## config.mk

```make
export PLATFORM = sky130hd
export DESIGN_NAME = dpa_core
export DESIGN_NICKNAME = d
export VERILOG_FILES = /design/src/rtl/dpa_pkg.sv /design/src/rtl/dpa_addsub.sv /design/src/rtl/dpa_signmag.sv /design/src/rtl/dpa_mul_seq.sv /design/src/rtl/dpa_core.sv
export SDC_FILE = /design/constraint.sdc
export NUM_CORES = 1
export LEC_CHECK = 0
export CORE_MARGIN = 2
export CORE_UTILIZATION = 40
export CTS_CLUSTER_DIAMETER = 120
export DETAILED_ROUTE_END_ITERATION = 12
export GPL_TIMING_DRIVEN = 0
export RECOVER_POWER = 25
export SKIP_LAST_GASP = 1
export SLEW_MARGIN = 20
export SYNTH_ARGS = -nofsm -noshare
export SYNTH_HDL_FRONTEND = slang
export SYNTH_SLANG_ARGS = --single-unit
```

## constraint.sdc

```tcl
create_clock -name clk -period 9.55 [get_ports clk]
set_input_delay 1.4325 -clock clk [delete_from_list [all_inputs] [get_ports clk]]
set_output_delay 1.4325 -clock clk [all_outputs]
set_load 0.05 [all_outputs]
```

## src/rtl/dpa_pkg.sv

```systemverilog
package dpa_pkg;

    typedef enum logic [1:0] {
        OP_LOAD = 2'b00,
        OP_ADD  = 2'b01,
        OP_SUB  = 2'b10,
        OP_MUL  = 2'b11
    } dpa_op_e;

    typedef enum logic [2:0] {
        ST_IDLE,
        ST_GET_HI,
        ST_GET_LO,
        ST_COMBINE,
        ST_MUL_RUN,
        ST_MUL_FIX,
        ST_FINISH
    } dpa_state_e;

endpackage

```

## src/rtl/dpa_addsub.sv

```systemverilog
module dpa_addsub #(
    parameter int VW = 31
) (
    input  logic [VW-1:0] x,
    input  logic [VW-1:0] y,
    input  logic          sub,
    output logic [VW-1:0] res,
    output logic          ovf
);
    logic [VW-1:0] y_eff;
    logic          cin;

    always_comb begin
        y_eff = sub ? ~y : y;
        cin   = sub;
        res   = x + y_eff + {{(VW-1){1'b0}}, cin};
        ovf   = (x[VW-1] == y_eff[VW-1]) && (res[VW-1] != x[VW-1]);
    end
endmodule

```

## src/rtl/dpa_signmag.sv

```systemverilog
module dpa_signmag #(
    parameter int W = 16
) (
    input  logic [W-1:0] lhs,
    input  logic [W-1:0] rhs,
    output logic [W-2:0] lhs_mag,
    output logic [W-2:0] rhs_mag,
    output logic         neg
);
    localparam int FLD = W - 1;

    logic [W-1:0] lhs_abs;
    logic [W-1:0] rhs_abs;

    always_comb begin
        lhs_abs = lhs[W-1] ? (~lhs + {{FLD{1'b0}}, 1'b1}) : lhs;
        rhs_abs = rhs[W-1] ? (~rhs + {{FLD{1'b0}}, 1'b1}) : rhs;
        lhs_mag = lhs_abs[FLD-1:0];
        rhs_mag = rhs_abs[FLD-1:0];
        neg     = lhs[W-1] ^ rhs[W-1];
    end
endmodule

```

## src/rtl/dpa_mul_seq.sv

```systemverilog
module dpa_mul_seq #(
    parameter int FLD = 15
) (
    input  logic           clk,
    input  logic           rst_n,
    input  logic           load,
    input  logic [FLD-1:0] mcand,
    input  logic [FLD-1:0] mplier,
    input  logic           step,
    output logic [2*FLD-1:0] prod,
    output logic           last
);
    localparam int PW = 2 * FLD;
    localparam int CW = $clog2(FLD + 1);

    logic [PW-1:0]  acc_q;
    logic [PW-1:0]  mc_q;
    logic [FLD-1:0] mp_q;
    logic [CW-1:0]  cnt_q;

    always_ff @(posedge clk or negedge rst_n) begin
        if (!rst_n) begin
            acc_q <= '0;
            mc_q  <= '0;
            mp_q  <= '0;
            cnt_q <= '0;
        end else if (load) begin
            acc_q <= '0;
            mc_q  <= {{FLD{1'b0}}, mcand};
            mp_q  <= mplier;
            cnt_q <= '0;
        end else if (step) begin
            if (mp_q[0]) begin
                acc_q <= acc_q + mc_q;
            end
            mc_q  <= mc_q << 1;
            mp_q  <= mp_q >> 1;
            cnt_q <= cnt_q + 1'b1;
        end
    end

    assign prod = acc_q;
    assign last = (cnt_q == CW'(FLD - 1));


    step_range_chk: assert property (@(posedge clk) disable iff (!rst_n)
        step |-> (cnt_q < CW'(FLD)));
endmodule

```

## src/rtl/dpa_core.sv

```systemverilog
module dpa_core
    import dpa_pkg::*;
#(
    parameter int HALF_W = 16
) (
    input  logic              clk,
    input  logic              rst_n,
    input  logic              start,
    input  logic [1:0]        op_sel,
    input  logic              mem_valid,
    input  logic [HALF_W-1:0] mem_word,
    output logic [HALF_W-1:0] a_out,
    output logic [HALF_W-1:0] b_out,
    output logic              ovf,
    output logic              done
);
    localparam int FLD = HALF_W - 1;
    localparam int VW  = 2 * HALF_W - 1;
    localparam int PW  = 2 * FLD;

    dpa_state_e state_q, state_d;
    dpa_op_e    op_q;

    logic [HALF_W-1:0] a_q, b_q, hi_q, lo_q;
    logic              ovf_q, neg_q;

    logic accept_start, cap_hi, cap_lo, wr_combine, mul_load, mul_step, wr_mul;

    logic [VW-1:0]  reg_val, opnd_val, as_res, mul_res;
    logic           as_ovf;
    logic [FLD-1:0] mag_a, mag_m;
    logic           mul_neg;
    logic [PW-1:0]  prod;
    logic           mul_last;

    // State register
    always_ff @(posedge clk or negedge rst_n) begin
        if (!rst_n) begin
            state_q <= ST_IDLE;
        end else begin
            state_q <= state_d;
        end
    end

    // Next state
    always_comb begin
        state_d = state_q;
        unique case (state_q)
            ST_IDLE:    if (start) state_d = ST_GET_HI;
            ST_GET_HI:  if (mem_valid) state_d = (op_q == OP_MUL) ? ST_MUL_RUN : ST_GET_LO;
            ST_GET_LO:  if (mem_valid) state_d = ST_COMBINE;
            ST_COMBINE: state_d = ST_FINISH;
            ST_MUL_RUN: if (mul_last) state_d = ST_MUL_FIX;
            ST_MUL_FIX: state_d = ST_FINISH;
            ST_FINISH:  state_d = ST_IDLE;
            default:    state_d = ST_IDLE;
        endcase
    end

    // Outputs and datapath controls
    always_comb begin
        accept_start = 1'b0;
        cap_hi       = 1'b0;
        cap_lo       = 1'b0;
        wr_combine   = 1'b0;
        mul_load     = 1'b0;
        mul_step     = 1'b0;
        wr_mul       = 1'b0;
        done         = 1'b0;
        unique case (state_q)
            ST_IDLE:    accept_start = start;
            ST_GET_HI: begin
                cap_hi   = mem_valid;
                mul_load = mem_valid && (op_q == OP_MUL);
            end
            ST_GET_LO:  cap_lo     = mem_valid;
            ST_COMBINE: wr_combine = 1'b1;
            ST_MUL_RUN: mul_step   = 1'b1;
            ST_MUL_FIX: wr_mul     = 1'b1;
            ST_FINISH:  done       = 1'b1;
            default:    done       = 1'b0;
        endcase
    end

    // Packed operands: carry skips the spare top bit of B
    assign reg_val  = {a_q,  b_q[FLD-1:0]};
    assign opnd_val = {hi_q, lo_q[FLD-1:0]};

    dpa_addsub #(.VW(VW)) i_addsub (
        .x   (reg_val),
        .y   (opnd_val),
        .sub (op_q == OP_SUB),
        .res (as_res),
        .ovf (as_ovf)
    );

    dpa_signmag #(.W(HALF_W)) i_signmag (
        .lhs     (a_q),
        .rhs     (mem_word),
        .lhs_mag (mag_a),
        .rhs_mag (mag_m),
        .neg     (mul_neg)
    );

    dpa_mul_seq #(.FLD(FLD)) i_mul (
        .clk    (clk),
        .rst_n  (rst_n),
        .load   (mul_load),
        .mcand  (mag_a),
        .mplier (mag_m),
        .step   (mul_step),
        .prod   (prod),
        .last   (mul_last)
    );

    assign mul_res = neg_q ? (VW'(0) - {1'b0, prod}) : {1'b0, prod};

    // Datapath registers
    always_ff @(posedge clk or negedge rst_n) begin
        if (!rst_n) begin
            op_q  <= OP_LOAD;
            hi_q  <= '0;
            lo_q  <= '0;
            a_q   <= '0;
            b_q   <= '0;
            ovf_q <= 1'b0;
            neg_q <= 1'b0;
        end else begin
            if (accept_start) begin
                op_q <= dpa_op_e'(op_sel);
            end
            if (cap_hi) begin
                hi_q <= mem_word;
            end
            if (mul_load) begin
                neg_q <= mul_neg;
            end
            if (cap_lo) begin
                lo_q <= mem_word;
            end
            if (wr_combine) begin
                unique case (op_q)
                    OP_LOAD: begin
                        a_q   <= hi_q;
                        b_q   <= lo_q;
                        ovf_q <= 1'b0;
                    end
                    OP_ADD, OP_SUB: begin
                        a_q   <= as_res[VW-1:FLD];
                        b_q   <= {1'b0, as_res[FLD-1:0]};
                        ovf_q <= as_ovf;
                    end
                    default: begin
                        a_q   <= a_q;
                        b_q   <= b_q;
                        ovf_q <= ovf_q;
                    end
                endcase
            end
            if (wr_mul) begin
                a_q   <= mul_res[VW-1:FLD];
                b_q   <= {1'b0, mul_res[FLD-1:0]};
                ovf_q <= 1'b0;
            end
        end
    end

    assign a_out = a_q;
    assign b_out = b_q;
    assign ovf   = ovf_q;


    done_pulse_chk: assert property (@(posedge clk) disable iff (!rst_n)
        done |=> !done);


    bmsb_clear_chk: assert property (@(posedge clk) disable iff (!rst_n)
        (done && op_q != OP_LOAD) |-> !b_out[HALF_W-1]);


    ovf_src_chk: assert property (@(posedge clk) disable iff (!rst_n)
        (done && ovf) |-> (op_q == OP_ADD || op_q == OP_SUB));


    hold_chk: assert property (@(posedge clk) disable iff (!rst_n)
        (state_q != ST_COMBINE && state_q != ST_MUL_FIX) |=>
            ($stable(a_out) && $stable(b_out)));


    idle_start_chk: assert property (@(posedge clk) disable iff (!rst_n)
        (state_q == ST_MUL_RUN && start) |=> (state_q != ST_GET_HI));
endmodule

```

# Yosys cells after proc, flatten, opt, wreduce, memory -nomap -nowiden
# Cells that the tools add are included.
# op_classes
mux	36
n_addsub	7
order_cmp	0
bitwise	4
n_reduce_logical	13
multipliers	0
n_shift	0
n_eq_ne	16
div	0
# ops
cell	n
$mux W30	5
$mux W16	4
$pmux W16 S2	2
$mux W31	2
$mux W15	4
$add A31 B1 Y31	1
$add A31 B31 Y31	1
$not A31 Y31	1
$sub A1 B30 Y31 const A	1
$add A15 B1 Y15 const B	2
$add A30 B30 Y30	1
$not A15 Y15	2
$mux W3	5
$pmux W3 S5	1
$mux W1	10
$eq A3 B3 Y1 const B	3
$mux W4	2
$eq A3 B2 Y1 const B	2
$ne A2 B2 Y1 const B	3
$reduce_bool A2 Y1	3
$add A4 B1 Y4 const B	1
$eq A2 B2 Y1 const B	2
$eq A4 B4 Y1 const B	1
$reduce_and A2 Y1	2
other kinds (13)	15
# totals
output_inout_bits	34
word_cells	88
latchBits	0
input_bits	22
memories	0
regBits	150
ram_bits	0
mem_bits_ro	0

# Longest topological paths before layout
# Gate-level depths: netlist of the first run.
# logic_depth
word_depth	9
mapped_depth	17
ltp_nobuf	14

# Hierarchy
# Synthesis of the first run repeated with hierarchy kept, for this count alone.
# unflattened
cells_unflattened	1317
area_unflattened_um2	11711.2
# modules_own_cells
module	seq_area_each_um2	area_each_um2	cells_each	n_inst
dpa_mul_seq	1976.9	4996.0	550	1
dpa_core	1776.7	4119.0	408	1
dpa_addsub	0.0	1993.2	270	1
dpa_signmag	0.0	603.1	89	1

# Least setup slack after synthesis of the first run
# No wires, ideal clock.
# synth_path
kind	flip-flop to flip-flop
from	register op_q[0]
to	register a_q[14] (netlist: a_out[14])
period_less_slack_ps	3972
setup_ps	142
stages_incl_launch_ff	18
path_slack_ps	5578
arrival_time_ps	3830
path_buffers	4
required_ps	9408
cell_sequence	dfrtp_1 -> inv_1 -> ha_1 -> buf_2 -> buf_1 -> buf_1 -> xor2_1 -> ha_1 -> clkbuf_1 -> a211o_1 -> a21oi_1 -> a21bo_2 -> a21oi_1 -> o32a_1 -> and3_1 -> o31a_1 -> xnor2_1 -> o221ai_1
# synth_via
elab_chain_cells	7
word_cells_on_any_way	12
classes_between	2 x add/sub; 2 x eq/ne; 4 x mux; 4 x reduce/logical
# synth_rtl
item	line	source
start: declaration	dpa_core.sv:22	dpa_op_e op_q;
start signal: assignment	dpa_core.sv:130	op_q <= dpa_op_e'(op_sel);
$eq A2 B2 Y1	dpa_core.sv:92, dpa_core.sv:142	
$mux W31	dpa_addsub.sv:14	y_eff = sub ? ~y : y;
$add A31 B31 Y31	dpa_addsub.sv:16	res = x + y_eff + {{(VW-1){1'b0}}, cin};
$add A31 B1 Y31	dpa_addsub.sv:16	
$pmux W16 S2	dpa_core.sv:142	unique case (op_q)
$mux W16	dpa_core.sv:141	if (wr_combine) begin
$mux W16	dpa_core.sv:160	if (wr_mul) begin
end signal: assignment	dpa_core.sv:144	a_q <= hi_q;
end signal: assignment	dpa_core.sv:149	a_q <= as_res[VW-1:FLD];
end signal: assignment	dpa_core.sv:161	a_q <= mul_res[VW-1:FLD];
end: declaration	dpa_core.sv:24	logic [HALF_W-1:0] a_q, b_q, hi_q, lo_q;
# Several ways; a longest one is shown, not always the timed one. The select of a mux whose other input is x is not followed.
# A chain may end at the register's enable or synchronous reset.

# Final worst setup path of the first run
# layout_path
from	register op_q[0]
to	register ovf_q (netlist: ovf)
# layout_via
elab_chain_cells	9
word_cells_on_any_way	15
classes_between	2 x add/sub; 4 x eq/ne; 4 x mux; 5 x reduce/logical
# layout_rtl
item	line	source
$eq A2 B2 Y1	dpa_core.sv:92, dpa_core.sv:142	
$mux W31	dpa_addsub.sv:14	
$add A31 B31 Y31	dpa_addsub.sv:16	
$add A31 B1 Y31	dpa_addsub.sv:16	
$ne A1 B1 Y1	dpa_addsub.sv:17	ovf = (x[VW-1] == y_eff[VW-1]) && (res[VW-1] != x[VW-1]);
$logic_and A1 B1 Y1	dpa_addsub.sv:17	
$pmux W1 S2	dpa_core.sv:142	
$mux W1	dpa_core.sv:141	
$mux W1	dpa_core.sv:160	
end signal: assignment	dpa_core.sv:151	ovf_q <= as_ovf;
end signal: assignment	dpa_core.sv:156	ovf_q <= ovf_q;
end: declaration	dpa_core.sv:25	logic ovf_q, neg_q;
# Several ways; a longest one is shown, not always the timed one. The select of a mux whose other input is x is not followed.

==> metrics, run 1 <==
endpoints failing setup=0; fin. max-slew vios=61; start of the worst register-to-register path=op_q[0]; post-synthesis register bit count=150; Post-Syn Nets=1415; CP Class=flop to flop; worst hold path class=flop to flop; Setup TNS=0 ns; routing usage on met3=3.31%; H-tree depth=4; Setup crit start=op_q[0]; Final Cycle Share=53.5%; worst-path fanout max=10; layout cells sized above 1=6.10%; CTS root buf=clkbuf_16; Clk Latency, worst-skew pair=0.44 ns; Initial Utilization=40.4%; I/O Pins=56; cells after synthesis=1324; DRT Pass-1 Iters=5; Main synth FF type=dfrtp_1; CTS tree=done; worst reg2reg path depth=16; Hold Crit Depth=2; nets=1489; CTS sink count=150; Area Growth Syn to Fin=14.7%; DR vias/cell=5.75; initial antenna violation count=0; Reg area=0.00375 mm2; Synth Cell Area=0.0112 mm2; GR Util All Layers=25.2%; Mapped Avg Cell Area=8.46 um2; die span in y=171 um; CTS clk-pin slew, worst paths=0.07 ns; Worst Hold Path EP=i_mul.mp_q[0]; startpoint of the worst hold path=i_mul.mp_q[1]; final WL=36100 um; measured slew at the worst slew-check pin=3.64 ns; Max Cap Viol=1; layer with the highest usage=met2; Seq/Total Area, Yosys=33.5%; met1 Resource Use GR=33.2%; number of synthesized flops with an enable pin=0; Clock Skews=0.0149 ns; critical path arrival=5.43 ns; area of the multi-input gates=0.00705 mm2; number of synthesis warnings=0; number of global-route vias before repair=9846; area of the core=0.0277 mm2; RSZ-0062 raised after global routing=false; Rel. slew slack=-143%; Worst Path Required=9.87 ns; status=complete, but fails checks; hold_buf cts=0; first-pass GRT wire length=56700 um; setup bufs post-CTS=0; FILL cells=2749; via count=10300; clock buffer depth=2; CP Capture Type=flop; die footprint=0.0294 mm2; Hold Vio Cnt, Final=0; failing checks=capacitance limit, slew limit; routed len/inst=20.2 um; min Tclk post-route=5.11 ns; Max Freq=196 MHz; pin count of the biggest net entering global routing=91; DRC=0; PostCTS Resize Cnt=0; TritonCTS Buffers=17; r2r endpoint=ovf; # diodes=0; Startpoint Class=flop; GRT Residual Overflow=0; Antenna Nets Post-Route=0; FF-to-FF setup slack=4.44 ns; Netlist cell types=76; row cnt=61; GPL Wtd Cong=0.968; post-detail-place hpwl=28000 um; ys async rst share=100%; First DRT Iteration DRCs=747; number of I/O port buffers=54; Global Route met2 Usage=42.4%; Die Wd=171 um
==> cell families (layout without fill, tap and decap cells) <==
family          after synthesis  count (layout)  synth area share [%]
mux                          48              48                  4.67
compound gates              401             401                  22.8
simple gates                415             415                  17.0
flops                       150             150                  33.5
buf+inv                     105             190                  3.56
fa+ha+maj                    69              69                  7.84
xor+xnor                    136             136                  10.6
==> worst max-delay path by stage <==
stage | to | slack, ns
after CTS | ovf | 4.49
after floorplan | a_out[14] | 5.58
after global routing | ovf | 4.12
after detailed placement | ovf | 4.50
final | ovf | 4.44
after global placement | i_mul.mc_q[16] | 0.52
==> flip-flops by register name, summed over array words and instances (netlist names) <==
name and count:
i_mul.mc_q 30, i_mul.prod 30, a_out 16, b_out 16
hi_q 16, lo_q 16, i_mul.mp_q 15, i_mul.cnt_q 4
state_q 3, op_q 2, neg_q 1, ovf 1
==> cell usage in the layout (no fill, tap or decap), types with 10 or more instances in the layout <==
| master | n |
|---|---|
| nand2_1 | 201 |
| dfrtp_1 | 150 |
| o21ai_0 | 111 |
| nor2_1 | 89 |
| a21oi_1 | 83 |
| xor2_1 | 72 |
| clkbuf_1 | 70 |
| ha_1 | 67 |
| xnor2_1 | 64 |
| clkdlybuf4s50_1 | 53 |
| a31oi_1 | 42 |
| a21o_1 | 42 |
| mux2_2 | 34 |
| inv_1 | 28 |
| nand3_1 | 27 |
| o31ai_1 | 24 |
| clkbuf_16 | 17 |
| nor3_1 | 15 |
| mux2i_1 | 14 |
| nand2b_1 | 13 |
| nor2b_1 | 10 |
| o211ai_1 | 10 |
==> layer usage <==
| layer | part of all wire, % | wire length [um] |
|---|---|---|
| met2 | 48 | 17200 |
| met1 | 44 | 16000 |
| met4 | 2.9 | 1060 |
| met5 | 0 | 0 |
| met3 | 5.0 | 1790 |
==> layout make-up <==
| type | count | share of cell area [%] |
|---|---|---|
| clock inverters | 12 | 1.40 |
| multi-input cells | 1069 | 54.9 |
| plain buffers | 77 | 2.29 |
| repair buffers | 55 | 4.37 |
| inverters | 28 | 0.818 |
| well taps | 378 | 3.68 |
| flip-flops and latches | 150 | 29.2 |
| clock buffers | 18 | 3.34 |
==> synthesized netlist by cell type (all sizes together), types with 8 or more instances <==
cell type,count,area (um2)
nor3,16,91.3
nand2,201,754
dfrtp,150,3750
o211ai,10,75.1
xnor2,64,561
nand3,28,145
o31ai,24,180
o41ai,9,93.8
ha,67,838
a31oi,42,263
nor2b,10,62.6
inv,28,105
and2,8,50.1
mux2i,14,140
mux2,34,383
nor2,89,334
a21o,42,315
buf,9,38.8
a21oi,83,415
nand2b,13,81.3
o21ai,116,584
xor2,72,631
clkbuf,68,255
==> worst max-delay path, cell delays in order, from the launching register on <==
cell and delay (ns):
dfrtp_1 0.38, inv_1 0.10, ha_1 0.15, buf_2 0.20
buf_1 0.63, buf_1 0.69, xor2_1 0.17, ha_1 0.42
nand2b_1 0.12, a21oi_1 0.21, o2111ai_1 0.30, a21oi_1 0.49
a41o_1 0.29, o221ai_1 0.17, o21ai_1 0.30, nor4_1 0.10
a221o_1 0.27
==> per-stage QoR <==
step / setup slack [ns] / util (%) / cells / instance area (um2) / hold slack [ns]
final: 4.44 / 46.4 / 1787 / 12800 / 0.494
after global routing: 4.12 / 46.4 / 1787 / 12800 / 0.517
after CTS: 4.49 / 46.4 / 1787 / 12900 / 0.498
after detailed placement: 4.50 / 44.2 / 1757 / 12200 / 0.484
after global placement: 0.520 / 44.1 / 1756 / 12200 / 0.467
after floorplan: 5.58 / - / 1324 / 11200 / 0.460
Power of run 1 is left out: the tool's default activity adds up to more than one toggle a clock period on the data nets, which glitch-free logic cannot reach.
==> run 2, diff against run 1 <==
Clock period 9.55 ns to 4.2 ns, I/O delays scaled along.
==> metrics, run 2 (synthesis results as in run 1) <==
pin count of the biggest net entering global routing=91 (unchanged); worst path cell trace=inv_1 -> ha_1 -> buf_2 -> buf_4 -> xor2_1 -> ha_1 -> buf_2 -> a2111o_1 -> a31oi_1 -> o21ai_1 -> and2_1 -> o32a_1 -> and3_1 -> o31a_1 -> xnor2_2 -> o221ai_1; CP Capture Type=flop; Final Cycle Share=95.8% (+42 points); Rel. slew slack=-102% (+40 points); Area Growth Syn to Fin=15.2%; commonest cells after routing, fill and taps aside=nand2_1, dfrtp_1, o21ai_0; endpoints failing setup=0 (unchanged); CTS root buf=clkbuf_16; Worst Path Required=4.49 ns (-5.38 ns); layout cells sized above 1=7.02% (+0.92 points); critical path arrival=4.31 ns (-1.12 ns); CTS tree=done; area of the core=0.0277 mm2 (unchanged); Setup TNS=0 ns (unchanged); GR Util All Layers=25.2% (+0.040 points); startpoint of the worst hold path=i_mul.mp_q[1]; worst-path fanout max=10 (unchanged); CTS clk-pin slew, worst paths=0.06 ns (about the same); min Tclk post-route=4.02 ns (-1.08 ns); met1 Resource Use GR=33.2% (about the same); DR vias/cell=5.74 (about the same); Initial Utilization=40.4% (unchanged); die span in y=171 um (unchanged); failing checks=capacitance limit, slew limit; row cnt=61 (unchanged); hold_buf cts=0 (unchanged); DRC=0 (unchanged); start of the worst register-to-register path=op_q[0]; Antenna Nets Post-Route=0 (unchanged); die footprint=0.0294 mm2 (unchanged); Max Freq=249 MHz (+27%); number of I/O port buffers=54 (unchanged); Startpoint Class=flop; number of global-route vias before repair=9861 (+0.15%); final WL=36100 um (+0.10%); measured slew at the worst slew-check pin=3.03 ns (-0.606 ns); First DRT Iteration DRCs=854 (+14%); layer with the highest usage=met2; Hold Crit Depth=2 (unchanged); FF-to-FF setup slack=0.18 ns (-4.27 ns); GPL Wtd Cong=0.968 (unchanged); post-detail-place hpwl=28000 um (unchanged); Die Wd=171 um (unchanged); I/O Pins=56 (unchanged); worst reg2reg path depth=16 (unchanged); Clk Latency, worst-skew pair=0.44 ns (about the same); TritonCTS Buffers=17 (unchanged); r2r endpoint=a_out[14]; RSZ-0062 raised after global routing=true; initial antenna violation count=0 (unchanged); nets=1490 (+0.067%); GRT Residual Overflow=0 (unchanged); H-tree depth=4 (unchanged); Clock Skews=0.0160 ns (+0.00110 ns); Slowest-stage cell, CP=o32a_1; # diodes=0 (unchanged); routed len/inst=20.2 um (about the same); Hold Vio Cnt, Final=0 (unchanged); delay of the slowest cell on the worst path=0.42 ns (-0.27 ns); worst hold path class=flop to flop; first-pass GRT wire length=56800 um (+0.17%); Worst Hold Path EP=i_mul.mp_q[0]; status=complete, but fails checks; Global Route met2 Usage=42.5% (+0.070 points); routing usage on met3=3.45% (+0.14 points); FILL cells=2747 (-0.073%); CTS sink count=150 (unchanged); via count=10300 (+0.019%); Final Cell Area=0.0129 mm2 (+0.50%); commonest non-fill, non-tap cell in the layout=nand2_1; CP Class=flop to flop; clock buffer depth=2 (unchanged); fin. max-slew vios=62 (+1.6%); placed inst area=0.0122 mm2 (unchanged); Max Cap Viol=1 (unchanged); DRT Pass-1 Iters=6 (+1)
run 2: changes by cell type in the layout (fill, tap and decap cells not counted), moves of 2 or more:
cell / delta
buf_6: +3
a21oi_1: -4
buf_1: -3
a21oi_2: +4
buf_4: +2
run 2: routing by layer:
| metal | wire length [um] | vias to the layer above | share of wire (%) |
|---|---|---|---|
| li1 | - | 4900 | - |
| met1 | 15800 | 4968 | 44 |
| met2 | 17200 | 334 | 48 |
| met3 | 1960 | 69 | 5.4 |
| met4 | 1120 | 0 | 3.1 |
| met5 | 0 | - | 0 |
run 2: how the worst max path moves through the flow:
stage / from / to / cells past startpoint
final: op_q[0] / a_out[14] / 16
after global routing: op_q[0] / a_out[14] / 16
after CTS: op_q[0] / a_out[14] / 17
after detailed placement: op_q[0] / ovf / 16
after global placement: rst_n / i_mul.mc_q[16] / 1
after floorplan: op_q[0] / a_out[14] / 17
run 2: repair_timing:
item	CTS	global route
endpoints found under the setup margin	23	12
buffers inserted	0	1
pin swaps	0	1
resized for setup	8	11
run 2: critical path, delay by kind of cell (launching register included):
family	cells	cell delay [ns]
AOI/OAI and AO/OA	6	1.56
xor gates and xnor gates	2	0.36
adders and majority gates	2	0.39
buffers and inverters	4	0.73
DFF	1	0.38
and+or+nand+nor	2	0.45
run 2: layout make-up:
cell class	count	area, um2	share of cell area (%)
multi-input cells	1069	7100	55.0
plain buffers	77	313	2.42
repair buffers	56	559	4.33
flip-flops and latches	150	3750	29.1
clock inverters	12	180	1.40
well taps	378	473	3.66
inverters	28	105	0.814
clock buffers	18	429	3.32
run 2: stage by stage:
step	hold slack, ns	util [%]	std cells	setup slack [ns]
final	0.496	46.6	1788	0.176
after global routing	0.517	46.6	1788	-0.0248
after CTS	0.146	46.5	1787	0.0449
after detailed placement	0.484	44.2	1757	-0.846
after global placement	0.467	44.1	1756	-4.03
after floorplan	0.334	-	1324	0.228
Power of run 2 is left out for the same reason.
